$ cat config.mk
export PLATFORM = sky130hd
export DESIGN_NAME = lpm_wake_ctrl
export DESIGN_NICKNAME = d
export VERILOG_FILES = /design/src/rtl/lpm_pkg.sv /design/src/rtl/lpm_wake_detect.sv /design/src/rtl/lpm_flag_bank.sv /design/src/rtl/lpm_pulse_gen.sv /design/src/rtl/lpm_mode_seq.sv /design/src/rtl/lpm_wake_ctrl.sv
export SDC_FILE = /design/constraint.sdc
export NUM_CORES = 1
export LEC_CHECK = 0
export BUFFER_PORTS_ARGS = -buffer_cell sky130_fd_sc_hd__clkbuf_2
export CORE_MARGIN = 4
export CORE_UTILIZATION = 28
export DETAILED_ROUTE_END_ITERATION = 8
export PLACE_DENSITY = 0.42
export SLEW_MARGIN = 20
export SYNTH_ARGS = -nofsm -noshare
export SYNTH_HDL_FRONTEND = slang
export SYNTH_SLANG_ARGS = --single-unit
$ cat constraint.sdc
create_clock -name clk -period 4.2 [get_ports clk]
set_clock_uncertainty 0.1 [all_clocks]
set_input_delay 0.21 -clock clk [delete_from_list [all_inputs] [get_ports clk]]
set_output_delay 0.21 -clock clk [all_outputs]
set_load 0.05 [all_outputs]
$ cat src/rtl/lpm_pkg.sv
package lpm_pkg;
   typedef enum logic [2:0] {
      MODE_RESET  = 3'd0,
      MODE_NREQ   = 3'd1,
      MODE_NORMAL = 3'd2,
      MODE_LP_OFF = 3'd3,
      MODE_LP_ON  = 3'd4
   } lpm_mode_e;

   localparam int FLAG_W = 7;
   localparam int FB_CAN = 0;
   localparam int FB_LIN = 1;
   localparam int FB_IO  = 2;
   localparam int FB_CYC = 3;
   localparam int FB_TMR = 4;
   localparam int FB_SPI = 5;
   localparam int FB_OC  = 6;
endpackage

$ cat src/rtl/lpm_wake_detect.sv
module lpm_wake_detect
   import lpm_pkg::*;
#(
   parameter int                NUM_IO    = 4,
   parameter logic [NUM_IO-1:0] EDGE_MASK = 4'b1100,
   parameter int                OC_CYC    = 100
)(
   input  logic              clk,
   input  logic              rst_n,
   input  logic              lp_off,
   input  logic              lp_on,
   input  logic              can_wake,
   input  logic              lin_wake,
   input  logic              timer_wake,
   input  logic [NUM_IO-1:0] io_pin,
   input  logic              spi_wake_cmd,
   input  logic              vdd_oc,
   output logic [FLAG_W-1:0] wake_evt
);
   logic              in_lp;
   logic [NUM_IO-1:0] rise;
   logic              ref1_q;
   logic              oc_hit;

   assign in_lp = lp_off | lp_on;

   for (genvar k = 0; k < NUM_IO; k++) begin : g_pin
      if (EDGE_MASK[k]) begin : g_edge
         logic prev_q;
         always_ff @(posedge clk or negedge rst_n) begin
            if (!rst_n) prev_q <= 1'b0;
            else        prev_q <= io_pin[k];
         end
         assign rise[k] = io_pin[k] & ~prev_q;
      end else begin : g_none
         assign rise[k] = 1'b0;
      end
   end

   // I/O-1 reference: frozen while low power is active
   always_ff @(posedge clk or negedge rst_n) begin
      if (!rst_n)      ref1_q <= 1'b0;
      else if (!in_lp) ref1_q <= io_pin[1];
   end

   if (OC_CYC == 1) begin : g_oc_direct
      assign oc_hit = lp_on & vdd_oc;
   end else begin : g_oc_count
      localparam int              OCW     = $clog2(OC_CYC);
      localparam logic [OCW-1:0]  OC_LAST = OCW'(OC_CYC - 1);
      logic [OCW-1:0] oc_cnt_q;
      always_ff @(posedge clk or negedge rst_n) begin
         if (!rst_n)                oc_cnt_q <= '0;
         else if (lp_on && vdd_oc) begin
            if (oc_cnt_q != OC_LAST) oc_cnt_q <= oc_cnt_q + 1'b1;
         end else                   oc_cnt_q <= '0;
      end
      assign oc_hit = lp_on & vdd_oc & (oc_cnt_q == OC_LAST);

      assert_oc_sustained_R7: assert property (@(posedge clk) disable iff (!rst_n)
         oc_hit |-> $past(vdd_oc) && $past(lp_on));
   end

   always_comb begin
      wake_evt = '0;
      if (in_lp) begin
         wake_evt[FB_CAN] = can_wake;
         wake_evt[FB_LIN] = lin_wake;
         wake_evt[FB_IO]  = |rise;
         wake_evt[FB_CYC] = io_pin[0] & (io_pin[1] ^ ref1_q);
         wake_evt[FB_TMR] = timer_wake;
      end
      if (lp_on) begin
         wake_evt[FB_SPI] = spi_wake_cmd;
         wake_evt[FB_OC]  = oc_hit;
      end
   end
endmodule

$ cat src/rtl/lpm_flag_bank.sv
module lpm_flag_bank #(
   parameter int W = 7
)(
   input  logic         clk,
   input  logic         rst_n,
   input  logic [W-1:0] set_vec,
   input  logic         clr,
   output logic [W-1:0] flags
);
   for (genvar i = 0; i < W; i++) begin : g_bit
      always_ff @(posedge clk or negedge rst_n) begin
         if (!rst_n)          flags[i] <= 1'b0;
         else if (set_vec[i]) flags[i] <= 1'b1;
         else if (clr)        flags[i] <= 1'b0;
      end

      assert_flag_latch_R10: assert property (@(posedge clk) disable iff (!rst_n)
         set_vec[i] |=> flags[i]);
      assert_flag_hold_R10: assert property (@(posedge clk) disable iff (!rst_n)
         (flags[i] && !clr) |=> flags[i]);
   end
endmodule

$ cat src/rtl/lpm_pulse_gen.sv
module lpm_pulse_gen #(
   parameter int LEN = 10000
)(
   input  logic clk,
   input  logic rst_n,
   input  logic trig,
   output logic pulse_n
);
   localparam int             PW      = $clog2(LEN + 1);
   localparam logic [PW-1:0]  PULSE_L = PW'(LEN);

   logic [PW-1:0] cnt_q;

   always_ff @(posedge clk or negedge rst_n) begin
      if (!rst_n)          cnt_q <= '0;
      else if (trig)       cnt_q <= PULSE_L;
      else if (cnt_q != 0) cnt_q <= cnt_q - 1'b1;
   end

   assign pulse_n = (cnt_q == '0);

   assert_pulse_start_R9: assert property (@(posedge clk) disable iff (!rst_n)
      trig |=> !pulse_n);
endmodule

$ cat src/rtl/lpm_mode_seq.sv
module lpm_mode_seq
   import lpm_pkg::*;
#(
   parameter int          RST_CYC    = 16,
   parameter logic [15:0] WORD_NREQ  = 16'h5C10,
   parameter logic [15:0] WORD_RUN   = 16'h5A00,
   parameter logic [15:0] WORD_LPOFF = 16'h5C80,
   parameter logic [15:0] WORD_LPON  = 16'h5CA0
)(
   input  logic      clk,
   input  logic      rst_n,
   input  logic      spi_wr,
   input  logic [15:0] spi_data,
   input  logic      failsafe_req,
   input  logic      any_flag,
   input  logic      any_wake,
   input  logic      pnp_cfg,
   output lpm_mode_e mode_q,
   output logic      lp_off,
   output logic      lp_on,
   output logic      spi_wake_cmd,
   output logic      wake_on_trig,
   output logic      vdd_en,
   output logic      can5_en,
   output logic      vaux_en,
   output logic      pnp_en
);
   localparam int            RCW      = $clog2(RST_CYC + 1);
   localparam logic [RCW-1:0] RST_LAST = RCW'(RST_CYC - 1);

   lpm_mode_e      mode_d;
   logic [RCW-1:0] rst_cnt_q;
   logic           cmd_run, cmd_lpoff, cmd_lpon, active;

   assign cmd_run      = spi_wr && (spi_data == WORD_RUN);
   assign cmd_lpoff    = spi_wr && (spi_data == WORD_LPOFF);
   assign cmd_lpon     = spi_wr && (spi_data == WORD_LPON);
   assign spi_wake_cmd = spi_wr && (spi_data == WORD_NREQ);

   always_comb begin
      mode_d = mode_q;
      unique case (mode_q)
         MODE_RESET:  if (rst_cnt_q == RST_LAST) mode_d = MODE_NREQ;
         MODE_NREQ:   if (cmd_run) mode_d = MODE_NORMAL;
         MODE_NORMAL: if (!any_flag) begin
            if (failsafe_req)   mode_d = MODE_LP_OFF;
            else if (cmd_lpoff) mode_d = MODE_LP_OFF;
            else if (cmd_lpon)  mode_d = MODE_LP_ON;
         end
         MODE_LP_OFF: if (any_wake) mode_d = MODE_RESET;
         MODE_LP_ON:  if (any_wake) mode_d = MODE_NREQ;
         default:     mode_d = MODE_RESET;
      endcase
   end

   always_ff @(posedge clk or negedge rst_n) begin
      if (!rst_n) begin
         mode_q    <= MODE_RESET;
         rst_cnt_q <= '0;
      end else begin
         mode_q    <= mode_d;
         rst_cnt_q <= (mode_q == MODE_RESET && mode_d == MODE_RESET) ?
                      rst_cnt_q + 1'b1 : '0;
      end
   end

   assign lp_off       = (mode_q == MODE_LP_OFF);
   assign lp_on        = (mode_q == MODE_LP_ON);
   assign wake_on_trig = lp_on & any_wake;
   assign active       = (mode_q == MODE_NREQ) || (mode_q == MODE_NORMAL);
   assign vdd_en       = !lp_off;
   assign can5_en      = active;
   assign vaux_en      = active;
   assign pnp_en       = active & pnp_cfg;

   assert_reset_length_R8: assert property (@(posedge clk) disable iff (!rst_n)
      (mode_q == MODE_RESET && rst_cnt_q != RST_LAST) |=> mode_q == MODE_RESET);
endmodule

$ cat src/rtl/lpm_wake_ctrl.sv
module lpm_wake_ctrl
   import lpm_pkg::*;
#(
   parameter int                NUM_IO     = 4,
   parameter logic [NUM_IO-1:0] EDGE_MASK  = 4'b1100,
   parameter int                CLK_MHZ    = 100,
   parameter int                INT_US     = 100,
   parameter int                OC_US      = 32000,
   parameter int                RST_CYC    = 16,
   parameter logic [15:0]       WORD_NREQ  = 16'h5C10,
   parameter logic [15:0]       WORD_RUN   = 16'h5A00,
   parameter logic [15:0]       WORD_LPOFF = 16'h5C80,
   parameter logic [15:0]       WORD_LPON  = 16'h5CA0
)(
   input  logic              clk,
   input  logic              rst_n,
   input  logic              spi_wr,
   input  logic [15:0]       spi_data,
   input  logic              spi_flag_clr,
   input  logic              failsafe_req,
   input  logic              can_wake,
   input  logic              lin_wake,
   input  logic              timer_wake,
   input  logic [NUM_IO-1:0] io_pin,
   input  logic              vdd_oc,
   input  logic              pnp_cfg,
   output logic [2:0]        mode,
   output logic              vdd_en,
   output logic              can5_en,
   output logic              vaux_en,
   output logic              pnp_en,
   output logic              int_n,
   output logic [FLAG_W-1:0] wake_flags
);
   localparam int INT_CYC = INT_US * CLK_MHZ;
   localparam int OC_CYC  = OC_US * CLK_MHZ;

   if (NUM_IO < 2) begin : g_chk_io
      $error("NUM_IO must be at least 2: pins 0 and 1 drive cyclic sense");
   end
   if (EDGE_MASK[1:0] != 2'b00) begin : g_chk_mask
      $error("EDGE_MASK must leave pins 0 and 1 to cyclic sense");
   end
   if (INT_CYC < 1 || OC_CYC < 1 || RST_CYC < 1) begin : g_chk_time
      $error("timing parameters must give at least one cycle");
   end
   if (WORD_NREQ == WORD_RUN || WORD_NREQ == WORD_LPOFF || WORD_NREQ == WORD_LPON ||
       WORD_RUN == WORD_LPOFF || WORD_RUN == WORD_LPON || WORD_LPOFF == WORD_LPON)
   begin : g_chk_words
      $error("mode words must be distinct");
   end

   lpm_mode_e         mode_q;
   logic              lp_off, lp_on, spi_wake_cmd, wake_on_trig;
   logic [FLAG_W-1:0] wake_evt;

   lpm_mode_seq #(
      .RST_CYC(RST_CYC), .WORD_NREQ(WORD_NREQ), .WORD_RUN(WORD_RUN),
      .WORD_LPOFF(WORD_LPOFF), .WORD_LPON(WORD_LPON)
   ) u_seq (
      .clk(clk), .rst_n(rst_n), .spi_wr(spi_wr), .spi_data(spi_data),
      .failsafe_req(failsafe_req), .any_flag(|wake_flags), .any_wake(|wake_evt),
      .pnp_cfg(pnp_cfg), .mode_q(mode_q), .lp_off(lp_off), .lp_on(lp_on),
      .spi_wake_cmd(spi_wake_cmd), .wake_on_trig(wake_on_trig),
      .vdd_en(vdd_en), .can5_en(can5_en), .vaux_en(vaux_en), .pnp_en(pnp_en)
   );

   lpm_wake_detect #(
      .NUM_IO(NUM_IO), .EDGE_MASK(EDGE_MASK), .OC_CYC(OC_CYC)
   ) u_det (
      .clk(clk), .rst_n(rst_n), .lp_off(lp_off), .lp_on(lp_on),
      .can_wake(can_wake), .lin_wake(lin_wake), .timer_wake(timer_wake),
      .io_pin(io_pin), .spi_wake_cmd(spi_wake_cmd), .vdd_oc(vdd_oc),
      .wake_evt(wake_evt)
   );

   lpm_flag_bank #(.W(FLAG_W)) u_flags (
      .clk(clk), .rst_n(rst_n), .set_vec(wake_evt), .clr(spi_flag_clr),
      .flags(wake_flags)
   );

   lpm_pulse_gen #(.LEN(INT_CYC)) u_int (
      .clk(clk), .rst_n(rst_n), .trig(wake_on_trig), .pulse_n(int_n)
   );

   assign mode = mode_q;

   assert_entry_gated_R3: assert property (@(posedge clk) disable iff (!rst_n)
      (mode_q == MODE_NORMAL && |wake_flags) |=> mode_q == MODE_NORMAL);
   assert_off_wake_R8: assert property (@(posedge clk) disable iff (!rst_n)
      (mode_q == MODE_LP_OFF && |wake_evt) |=> mode_q == MODE_RESET);
   assert_on_wake_R9: assert property (@(posedge clk) disable iff (!rst_n)
      (mode_q == MODE_LP_ON && |wake_evt) |=> (mode_q == MODE_NREQ && !int_n));
   assert_int_origin_R9: assert property (@(posedge clk) disable iff (!rst_n)
      $fell(int_n) |-> $past(mode_q) == MODE_LP_ON);
   assert_lp_supply_R4: assert property (@(posedge clk) disable iff (!rst_n)
      (mode_q == MODE_LP_OFF || mode_q == MODE_LP_ON) |-> !can5_en && !vaux_en && !pnp_en);
endmodule

==> metrics.yaml, run 1 <==
fin_cells: 479
grt_remaining_overflow: 0
final_nets: 379
fin_crit_sh_pct: 69.1
static_power_due_to_leakage_nw: 1.37
dr_wl_met2_um: 3160
synth_enable_flop_cells: 0
gp_congestion: 0.768
setup.worst_path.end: "int_n"
drt_iter0_markers: 103
timing.critical_path.required_ps: 3890
timing.setup.critical_path_class: "reg -> out"
dr_wl_met3_um: 194
detail-route-antenna-nets: 0
cts_post_setup_buffers_inserted: 0
filler_cell_count: 1052
cts.repair.resized: 0
depth_of_the_most_critical_reg_to_reg_path: 5
diode_insertion_count_for_antenna_repair: 0
critPathMaxFanout: 7
slew_violations: 0
worst-slew-pin-transition_ps: 812
fin_ws_ps: 1300
netlist_area_um2: 2840
setup_repair_after_global_routing_missed_its_margin: "no"
total_power_mw: 1.04
dpl-instance-area_um2: 3190
detail_route.wirelength_um: 6600
layout.core_utilization_pct: 33.7
cts_buffers: 5
cts-root-to-sink-buffers: 2
power.share.combinational_pct: 12.1
timing.max_cap.violations: 0
placed_cells_incl_taps: 468
wire_length_of_the_first_global_routing_pass_um: 11000
critPathLaunch: "u_int.cnt_q[0]"
grt_start_max_net_pins: 55
drive_above_1_share_pct: 16.8
run_status: "complete, no violations"
cts_tree: "done"
power.net_switching_mw: 0.296
cp.arrival_ps: 2590
postSynthRegisterBits: 54
most-common-layout-cells: "sky130_fd_sc_hd__dfrtp_1 (54), sky130_fd_sc_hd__clkbuf_2 (44), sky130_fd_sc_hd__nor2_1 (35)"
hold_viol: 0
place.port_buffers: 44
worst_hold_path_type: "in -> reg"
p_per_area_nw_per_um2: 316
crit_path_end_kind: "output port"
routed_wire_length_per_instance_um: 13.8
grt_pass1_vias: 2230
asyncSetResetFlopFracSynth_pct: 100
synthCells: 297
final_total_negative_setup_slack_ps: 0
worst_r2r_dst: "u_seq.mode_q[0]"
ctsRootBufferMaster: "sky130_fd_sc_hd__clkbuf_8"
clk_pin_slew_ps: 110
clock.fmax_mhz: 345
design.core.area_um2: 9820
report.final.setup_viol: 0
clockPowerShare_pct: 28.3
power_frac_seq_pct: 59.6
finalWorstPathRequiredPeriod_ps: 2900
wl_met1_um: 3170
placementRows: 36
half_perimeter_wire_length_of_the_detailed_placement_result_um: 4710
hold-worst-slack_ps: 14.5
avgViaCountPerCell: 4.79
floorplan.die_area_um2: 11800
die-width_um: 109
cts.htree.levels: 2
ioPinCount: 45
p_int_mw: 0.749
worstHoldStart: "io_pin[1]"
area_growth_pct: 16.5
synthDistinctLibCells: 49
dp_worst_setup_slack_ps: 1520
gr-usage-all-layers_pct: 11.6
clk_latency_ps: 310
min_delay_path_depth: 3
vdd_ir_drop_max_mv: 0.154
netSwitchingFraction_pct: 28.3
mostFrequentLayoutCell: "sky130_fd_sc_hd__dfrtp_1"
synth-main-ff-cell: "sky130_fd_sc_hd__dfrtp_1"
timing.slew.headroom_pct: 45.5
postCtsHoldBufs: 3
top_signal_layer_used: "met4"
setup.reg_to_reg.worst_slack_ps: 1540
ys_seq_area_share_pct: 47.6
drcViolationCount: 0
synth_fp_nets: 331
synthesis.yosys.warnings: 0
startpoint_type: "register"
grt_antenna_before_repair: 0
vias: 2294
dr.pass1.iters: 4
post_synth.cell_area_avg_um2: 9.55
finalInstanceArea_um2: 3310
fp.dieH_um: 109
cts_num_sinks: 54
start_util_pct: 28.9
critical_path.reg2reg.startpoint: "u_det.g_oc_count.oc_cnt_q[10]"
==> critical path, cell delays in order, from the launching register on <==
cell                       delay (ps)
sky130_fd_sc_hd__dfrtp_1          410
sky130_fd_sc_hd__inv_1             90
sky130_fd_sc_hd__ha_1             170
sky130_fd_sc_hd__or3b_2           490
sky130_fd_sc_hd__nor3_2           290
sky130_fd_sc_hd__nand3_1          270
sky130_fd_sc_hd__clkinv_1         240
sky130_fd_sc_hd__clkbuf_2         310
==> Yosys cell counts (all sizes together), types with 2 or more instances <==
cell type  count  share of area (%)
nand4b         2               0.62
and3           7                1.5
nand4          7                1.5
clkbuf         4               0.53
and2           4               0.88
or4            2               0.53
o21ai          9                1.6
nand3         14                2.6
nor2          35                4.6
buf            3               0.93
o22ai          4               0.88
a21oi         13                2.3
a211oi         3               0.79
nor3          10                1.9
nor4          11                3.0
or4b           3                1.2
nor4b          3               0.93
dfrtp         54                 48
ha             4                1.8
or3            4               0.88
nand4bb        3                1.2
nand2b         7                1.5
and4           3               0.93
nand2         30                4.0
xor2           7                2.2
xnor2         20                6.2
inv           14                1.9
==> power by group through the flow <==
stage / sequential, mW / combinational (mW) / clock [mW]
after detailed placement: 0.632 / 0.126 / 0
after global routing: 0.629 / 0.146 / 0.328
after floorplan: 0.621 / 0.0851 / 0
final: 0.622 / 0.127 / 0.296
after CTS: 0.622 / 0.130 / 0.311
after global placement: 0.632 / 0.126 / 0
==> worst min path at each step <==
stage,to,slack (ps)
floorplan,u_det.g_oc_count.oc_cnt_q[0],-190
global placement,u_det.g_pin[3].g_edge.prev_q,240
detailed placement,u_det.g_pin[3].g_edge.prev_q,240
CTS,u_det.ref1_q,3
global route,u_det.ref1_q,20
finish,u_det.ref1_q,10
==> kinds of logic (layout without fill, tap and decap cells) <==
family	Yosys count	after routing	synth area share [%]
buffers and inverters	22	71	3.44
XOR/XNOR	27	27	8.34
AO/OA/AOI/OAI	38	38	8.78
AND/OR/NAND/NOR	151	151	29.7
multiplexers	1	1	0.353
flip-flops	54	54	47.6
adder cells (fa/ha/maj)	4	4	1.76
==> registers in the layout, indices dropped and copies added (netlist names) <==
name / flops
u_det.g_oc_count.oc_cnt_q: 22
u_det.g_pin.g_edge.prev_q: 2
u_det.ref1_q: 1
u_flags.flags: 7
u_int.cnt_q: 14
u_seq.mode_q: 3
u_seq.rst_cnt_q: 5
==> area by class of cell <==
class                   instances  area [um2]  area share, %
flip-flops and latches         54        1350           40.9
inverters                      15        56.3           1.70
multi-input cells             221        1390           42.0
repair buffers                 48         258           7.80
clock inverters                 2        13.8          0.416
well taps                     133         166           5.03
clock buffers                   6        72.6           2.20
==> metal layers <==
layer | track usage, % | vias up
met5 | 0 | -
met4 | 3.16 | 0
met3 | 2.37 | 6
met2 | 18.4 | 29
met1 | 16.1 | 1111
li1 | - | 1148
Note: power is estimated with default switching activity, not from simulation.
==> run 2: changes to the inputs <==
ABC_AREA = 1   (was unset)
PLACE_DENSITY = 0.44   (was 0.42)
clock period = 2.4 ns   (was 4.2 ns; I/O delays follow)
==> run 2 against run 1 <==
Worst hold slack gained 50 ps; critical path depth grew 1; via count grew 21%; combinational power grew to 6.1 times the previous value; largest power group unchanged.
==> metrics.yaml, run 2 <==
run_status: "complete, no violations"
ctsRootBufferMaster: "sky130_fd_sc_hd__clkbuf_8"
synth.cells.most_frequent: "sky130_fd_sc_hd__nand2_1 (67), sky130_fd_sc_hd__inv_1 (60), sky130_fd_sc_hd__dfrtp_1 (54), sky130_fd_sc_hd__nor2_1 (54), sky130_fd_sc_hd__nand3_1 (32)"
synth_fp_nets: 432  # +31%
clk_latency_ps: 320  # about the same
clock.fmax_mhz: 458
report.final.setup_viol: 0  # unchanged
setup_repair_after_global_routing_missed_its_margin: "no"
drcViolationCount: 0  # unchanged
timing.critical_path.required_ps: 2180  # -1710 ps
ys_seq_area_share_pct: 44.1  # -3.5 points
timing.setup.critical_path_class: "reg -> out"
final_total_negative_setup_slack_ps: 0  # unchanged
top_signal_layer_used: "met4"
cts-root-to-sink-buffers: 2  # unchanged
placementRows: 37  # +2.8%
vdd_ir_drop_max_mv: 0.677  # +340%
diode_insertion_count_for_antenna_repair: 0  # unchanged
p_per_area_nw_per_um2: 651  # +110%
grt_pass1_vias: 2760  # +24%
timing.max_cap.violations: 0  # unchanged
worst_hold_path_type: "in -> reg"
cts_num_sinks: 54  # unchanged
postSynthRegisterBits: 54  # unchanged
grt_start_max_net_pins: 30  # -45%
synthCells: 398  # +34%
netlist_area_um2: 3060  # +7.9%
gr-usage-all-layers_pct: 12.3  # +0.67 points
floorplan.die_area_um2: 12700  # +7.3%
grt_remaining_overflow: 0  # unchanged
cts_tree: "done"
dr.pass1.iters: 4  # unchanged
cells_taking_the_most_area_after_synthesis: "sky130_fd_sc_hd__dfrtp_1 (44%), sky130_fd_sc_hd__nand2_1 (8.2%), sky130_fd_sc_hd__inv_1 (7.4%), sky130_fd_sc_hd__nor2_1 (6.6%), sky130_fd_sc_hd__nand3_1 (5.2%)"
largest_reg_flops: 22  # unchanged
wire_length_of_the_first_global_routing_pass_um: 13000  # +18%
detail-route-antenna-nets: 0  # unchanged
critPathMaxFanout: 4  # -3
yosys.area.top_type_share_pct: 44.1  # -3.5 points
cpPeakStageDelay_ps: 400  # -90 ps
ioPinCount: 45  # unchanged
place.port_buffers: 44  # unchanged
dp_worst_setup_slack_ps: 324  # -1200 ps
cp_top_family: "simple AND/OR/NAND/NOR gates"
finalWorstPathRequiredPeriod_ps: 2180
cp_common_cell: "sky130_fd_sc_hd__inv_1"
routed_wire_length_per_instance_um: 12.2  # -12%
area_growth_pct: 21.7
synth.largest_area_cell: "sky130_fd_sc_hd__dfrtp_1"
fin_crit_sh_pct: 91.0
dr_wl_met2_um: 3220  # +1.9%
die-width_um: 113  # +3.6%
cts_buffers: 5  # unchanged
final_nets: 497  # +31%
cp.arrival_ps: 1960  # -630 ps
placed_cells_incl_taps: 579  # +24%
synthesis.yosys.warnings: 0  # unchanged
layout.core_utilization_pct: 35.5  # +1.8 points
timing.slew.headroom_pct: 52.1  # +6.6 points
post_synth.cell_area_avg_um2: 7.69  # -19%
start_util_pct: 29.1  # +0.25 points
yosys.cell_count.top_type: "sky130_fd_sc_hd__nand2_1"
synth-main-ff-cell: "sky130_fd_sc_hd__dfrtp_1"
grt_antenna_before_repair: 0  # unchanged
detail_route.wirelength_um: 7300  # +11%
gp_congestion: 0.863  # +12%
static_power_due_to_leakage_nw: 1.80  # +31%
total_power_mw: 2.43  # +130%
half_perimeter_wire_length_of_the_detailed_placement_result_um: 5600  # +19%
worst-slew-pin-transition_ps: 719  # -93.0 ps
wl_met1_um: 3520  # +11%
path_buf_inv: 3  # unchanged
cp_cell_sequence: "inv_1 -> ha_1 -> nor3b_4 -> nand2_1 -> nor2_2 -> nand3_1 -> inv_1 -> clkbuf_4"
most_flop_heavy_register: "u_det.g_oc_count.oc_cnt_q"
startpoint_type: "register"
design.core.area_um2: 10500  # +7.0%
synth_enable_flop_cells: 0  # unchanged
worst_path_max_delay_cell: "sky130_fd_sc_hd__dfrtp_1"
drive_above_1_share_pct: 17.7  # +0.91 points
fin_ws_ps: 217  # -1080 ps
filler_cell_count: 1116  # +6.1%
asyncSetResetFlopFracSynth_pct: 100  # unchanged
mostFrequentLayoutCell: "sky130_fd_sc_hd__nand2_1"
vias: 2766  # +21%
drt_iter0_markers: 131  # +27%
hold_viol: 0  # unchanged
crit_path_end_kind: "output port"
most-common-layout-cells: "sky130_fd_sc_hd__nand2_1 (67), sky130_fd_sc_hd__inv_1 (60), sky130_fd_sc_hd__dfrtp_1 (54)"
dr_wl_met3_um: 469  # +140%
cts.htree.levels: 2  # unchanged
avgViaCountPerCell: 4.61  # -3.7%
fp.dieH_um: 113  # +3.6%
fin_cells: 600  # +25%
clk_pin_slew_ps: 100  # about the same
reg.largest.list: "u_det.g_oc_count.oc_cnt_q: 22 flops, u_int.cnt_q: 14 flops, u_flags.flags: 7 flops"
slew_violations: 0  # unchanged
synthDistinctLibCells: 35  # -29%
-- run 2: cell types whose count changed in the layout (fill, tap and decap cells not counted), sizes merged, moves of 5 or more --
| cell | previous run | this run |
|---|---|---|
| dlygate4sd3 | 3 | 12 |
| inv | 14 | 62 |
| nor3 | 10 | 24 |
| nand2b | 7 | 0 |
| nor2 | 35 | 61 |
| nand3 | 14 | 34 |
| o21ai | 9 | 25 |
| and3 | 7 | 2 |
| nand2 | 30 | 72 |
| nor4 | 11 | 4 |
| xnor2 | 20 | 6 |
-- run 2: worst reg2reg max path: stages, from the launching register on --
cell and delay, ps:
sky130_fd_sc_hd__dfrtp_1 410, sky130_fd_sc_hd__ha_1 200, sky130_fd_sc_hd__nand2_1 70, sky130_fd_sc_hd__nor2_2 190
sky130_fd_sc_hd__nand2_2 140, sky130_fd_sc_hd__inv_1 110, sky130_fd_sc_hd__nand3_1 190, sky130_fd_sc_hd__nand2_2 150
sky130_fd_sc_hd__nand2_4 100, sky130_fd_sc_hd__inv_4 130, sky130_fd_sc_hd__nor2_1 50, sky130_fd_sc_hd__nand2_1 50
sky130_fd_sc_hd__inv_1 30
-- run 2: kinds of logic after synthesis --
group | after synthesis | share of synthesized area, %
buf+inv | 65 | 8.21
fa+ha+maj | 4 | 1.63
compound gates | 45 | 7.97
flops | 54 | 44.1
mux | 1 | 0.368
simple gates | 212 | 32.8
xor+xnor | 17 | 4.86
-- run 2: worst paths after layout --
check / to / startpoint / cells after the start / slack [ps]
max in group asynchronous: u_int.cnt_q[11] / rst_n / 3 / 1290
min reg2reg: u_seq.rst_cnt_q[0] / u_seq.rst_cnt_q[0] / 1 / 370
min in group asynchronous: u_det.g_oc_count.oc_cnt_q[21] / rst_n / 2 / 300
min: u_flags.flags[3] / io_pin[0] / 5 / 60
max reg2reg: u_int.cnt_q[11] / u_det.g_oc_count.oc_cnt_q[0] / 12 / 390
max: int_n / u_int.cnt_q[0] / 8 / 220
-- run 2: stage by stage --
| stage | hold slack (ps) | cell area (um2) |
|---|---|---|
| after detailed placement | 115 | 3480 |
| after global placement | 110 | 3480 |
| after floorplan | -276 | 3060 |
| final | 64.8 | 3730 |
| after global routing | 91.9 | 3730 |
| after CTS | 51.0 | 3710 |
-- run 2: layer usage --
| metal | track usage, % | up-vias |
|---|---|---|
| li1 | - | 1411 |
| met1 | 16.7 | 1272 |
| met2 | 19.4 | 76 |
| met3 | 3.02 | 7 |
| met4 | 3.37 | 0 |
| met5 | 0 | - |
-- run 2: what timing repair did --
item                                    4_1_cts  5_1_grt
resized for setup                             1        2
setup buffers                                 0        1
hold endpoints to repair                     35        0
pin swaps                                     0        0
endpoints found under the setup margin        1        1
hold buffers                                 12        0
-- run 2: layout make-up --
type	count	area, um2	share of cell area [%]
multi-input combinational	279	1470	39.4
sequential	54	1350	36.3
timing repair buffer	61	393	10.5
inverter	62	235	6.31
tap	136	170	4.57
clock buffer	5	68.8	1.85
clock inverter	3	40.0	1.07
-- run 2: where the power goes --
part	internal, mW	total [mW]	switching, mW
clock	0.308	0.620	0.312
sequential	0.968	1.04	0.0666
combinational	0.235	0.770	0.535
total	1.51	2.43	0.914
==> run 3: changes to the inputs <==
PLACE_DENSITY = 0.52   (was 0.44)
==> run 3 against run 2 <==
Register-to-register slack got worse by 20 ps; design area fell by 0.60%; global-route usage fell by 0.47 points; non-clock buffer count did not move; maximum frequency rose by 0.74%; utilization fell by 0.21 points; sequential power barely moved; worst hold slack improved by 16 ps; critical path depth did not move; clock-buffer cell count rose by 1; critical path type unchanged; largest power group unchanged.
==> metrics.yaml, run 3 (same netlist as run 2, synthesis figures left out) <==
run_status: "complete, no violations"
static_power_due_to_leakage_nw: 1.78  # -0.79%
design.core.area_um2: 10500  # unchanged
clk_latency_ps: 310  # about the same
grt_start_max_net_pins: 55  # +83%
cts_num_sinks: 54  # unchanged
ioPinCount: 45  # unchanged
worstHoldStart: "io_pin[0]"
diode_insertion_count_for_antenna_repair: 0  # unchanged
grt_antenna_before_repair: 0  # unchanged
vias: 2780  # +0.51%
total_power_mw: 2.36  # -2.8%
p_int_mw: 1.44  # -4.7%
timing.slew.headroom_pct: 54.1  # +2.0 points
largest_reg_flops: 22  # unchanged
grt_pass1_vias: 2788  # +1.0%
startpoint_type: "register"
layout.core_utilization_pct: 35.2  # -0.21 points
power.net_switching_mw: 0.917  # +0.37%
mostFrequentLayoutCell: "sky130_fd_sc_hd__nand2_1"
gp_congestion: 0.868  # +0.58%
dp_worst_setup_slack_ps: 339  # +14.5 ps
timing.setup.critical_path_class: "reg -> out"
slew_violations: 0  # unchanged
start_util_pct: 29.1  # unchanged
most-common-layout-cells: "sky130_fd_sc_hd__nand2_1 (67), sky130_fd_sc_hd__inv_1 (60), sky130_fd_sc_hd__dfrtp_1 (54)"
power.share.combinational_pct: 32.4  # +0.7 points
fp.dieH_um: 113  # unchanged
routed_wire_length_per_instance_um: 11.9  # -2.3%
fin_crit_sh_pct: 90.3  # -0.67 points
timing.critical_path.required_ps: 2180  # about the same
vdd_ir_drop_max_mv: 0.472  # -30%
p_per_area_nw_per_um2: 636  # -2.2%
final_total_negative_setup_slack_ps: 0  # unchanged
setup_repair_after_global_routing_missed_its_margin: "no"
hold_viol: 0  # unchanged
filler_cell_count: 1072  # -3.9%
clockPowerShare_pct: 23.6  # -2.0 points
finalWorstPathRequiredPeriod_ps: 2170  # -16.1 ps
area_growth_pct: 21.0
avgViaCountPerCell: 4.63  # +0.51%
worst_hold_path_type: "in -> reg"
grt_remaining_overflow: 0  # unchanged
ctsRootBufferMaster: "sky130_fd_sc_hd__clkbuf_8"
clock.fmax_mhz: 461  # +0.74%
cts_buffers: 5  # unchanged
floorplan.die_area_um2: 12700  # unchanged
clk_pin_slew_ps: 110  # about the same
gr-usage-all-layers_pct: 11.8  # -0.47 points
cp.arrival_ps: 1950  # about the same
reg.largest.list: "u_det.g_oc_count.oc_cnt_q: 22 flops, u_int.cnt_q: 14 flops, u_flags.flags: 7 flops"
detail-route-antenna-nets: 0  # unchanged
place.port_buffers: 44  # unchanged
wire_length_of_the_first_global_routing_pass_um: 12700  # -1.8%
min_delay_path_depth: 5  # unchanged
cts-root-to-sink-buffers: 2  # unchanged
dr.pass1.iters: 4  # unchanged
half_perimeter_wire_length_of_the_detailed_placement_result_um: 5320  # -5.0%
power_frac_seq_pct: 44.0  # +1.3 points
worst-slew-pin-transition_ps: 688  # -30.4 ps
worst_r2r_dst: "u_int.cnt_q[11]"
drcViolationCount: 0  # unchanged
timing.max_cap.violations: 0  # unchanged
setup.reg_to_reg.worst_slack_ps: 370  # -20 ps
die-width_um: 113  # unchanged
dpl-instance-area_um2: 3470  # -0.36%
worst_hold_path.endpoint: "u_flags.flags[3]"
cts.htree.levels: 2  # unchanged
depth_of_the_most_critical_reg_to_reg_path: 12  # unchanged
fin_ws_ps: 233  # +16.1 ps
report.final.setup_viol: 0  # unchanged
placementRows: 37  # unchanged
critical_path.reg2reg.startpoint: "u_det.g_oc_count.oc_cnt_q[0]"
final_nets: 497  # unchanged
crit_path_end_kind: "output port"
finalInstanceArea_um2: 3700  # -0.60%
drt_iter0_markers: 107  # -18%
most_flop_heavy_register: "u_det.g_oc_count.oc_cnt_q"
detail_route.wirelength_um: 7140  # -2.3%
critPathMaxFanout: 4  # unchanged
cts_tree: "done"
netSwitchingFraction_pct: 38.9  # +1.2 points
drive_above_1_share_pct: 17.7  # unchanged
==> run 3: cell types whose count changed in the layout (fill, tap and decap cells not counted), sizes merged <==
cell	previous run	this run
bufinv	1	0
clkinv	2	0
inv	62	63
clkinvlp	0	1
buf	5	6
==> run 3: worst max-delay path by stage <==
| stage | startpoint | to | depth (start not counted) |
|---|---|---|---|
| floorplan | u_seq.mode_q[0] | u_int.cnt_q[11] | 11 |
| global placement | u_int.cnt_q[0] | int_n | 8 |
| detailed placement | u_int.cnt_q[0] | int_n | 8 |
| CTS | u_int.cnt_q[0] | int_n | 8 |
| finish | u_int.cnt_q[0] | int_n | 8 |
| global route | u_int.cnt_q[0] | int_n | 8 |
==> run 3: final cells by class <==
class	instances	area [um2]	area share, %
flip-flops and latches	54	1350	36.5
clock inverters	2	16.3	0.439
inverters	62	235	6.35
multi-input cells	279	1470	39.6
repair buffers	61	380	10.3
well taps	136	170	4.59
clock buffers	6	82.6	2.23
==> run 3: worst max-delay path, cell delays in order (launching register included) <==
cell and delay [ps]:
sky130_fd_sc_hd__dfrtp_1 410, sky130_fd_sc_hd__inv_1 80, sky130_fd_sc_hd__ha_1 210, sky130_fd_sc_hd__nor3b_4 220
sky130_fd_sc_hd__nand2_1 140, sky130_fd_sc_hd__nor2_2 140, sky130_fd_sc_hd__nand3_1 110, sky130_fd_sc_hd__inv_1 130
sky130_fd_sc_hd__buf_4 210
==> run 3: metal layers <==
| layer | vias up | GRT usage, % | part of all wire [%] |
|---|---|---|---|
| li1 | 1421 | - | - |
| met1 | 1265 | 16.1 | 48 |
| met2 | 89 | 19.3 | 45 |
| met3 | 5 | 2.21 | 5.5 |
| met4 | 0 | 2.80 | 1.0 |
| met5 | - | 0 | 0 |
==> run 3: what timing repair did <==
| action | in CTS | in global routing |
|---|---|---|
| endpoints found under the hold margin | 65 | 0 |
| setup endpoints to repair | 1 | 1 |
| buffers inserted | 0 | 1 |
| hold buffers | 12 | 0 |
| gates resized for setup | 1 | 3 |
==> run 3: through the flow <==
stage	cells	hold WS, ps
final	600	80.4
after global routing	600	128
after CTS	599	72.8
after detailed placement	579	151
after global placement	579	146
after floorplan	398	-276
==> run 3: power by group through the flow <==
stage               sequential [mW]  combinational (mW)  clock (mW)
CTS                            1.04               0.775       0.591
global placement               1.05               0.737           0
finish                         1.04               0.763       0.557
detailed placement             1.05               0.741           0
global route                   1.05               0.836       0.621
floorplan                      1.17               0.441           0
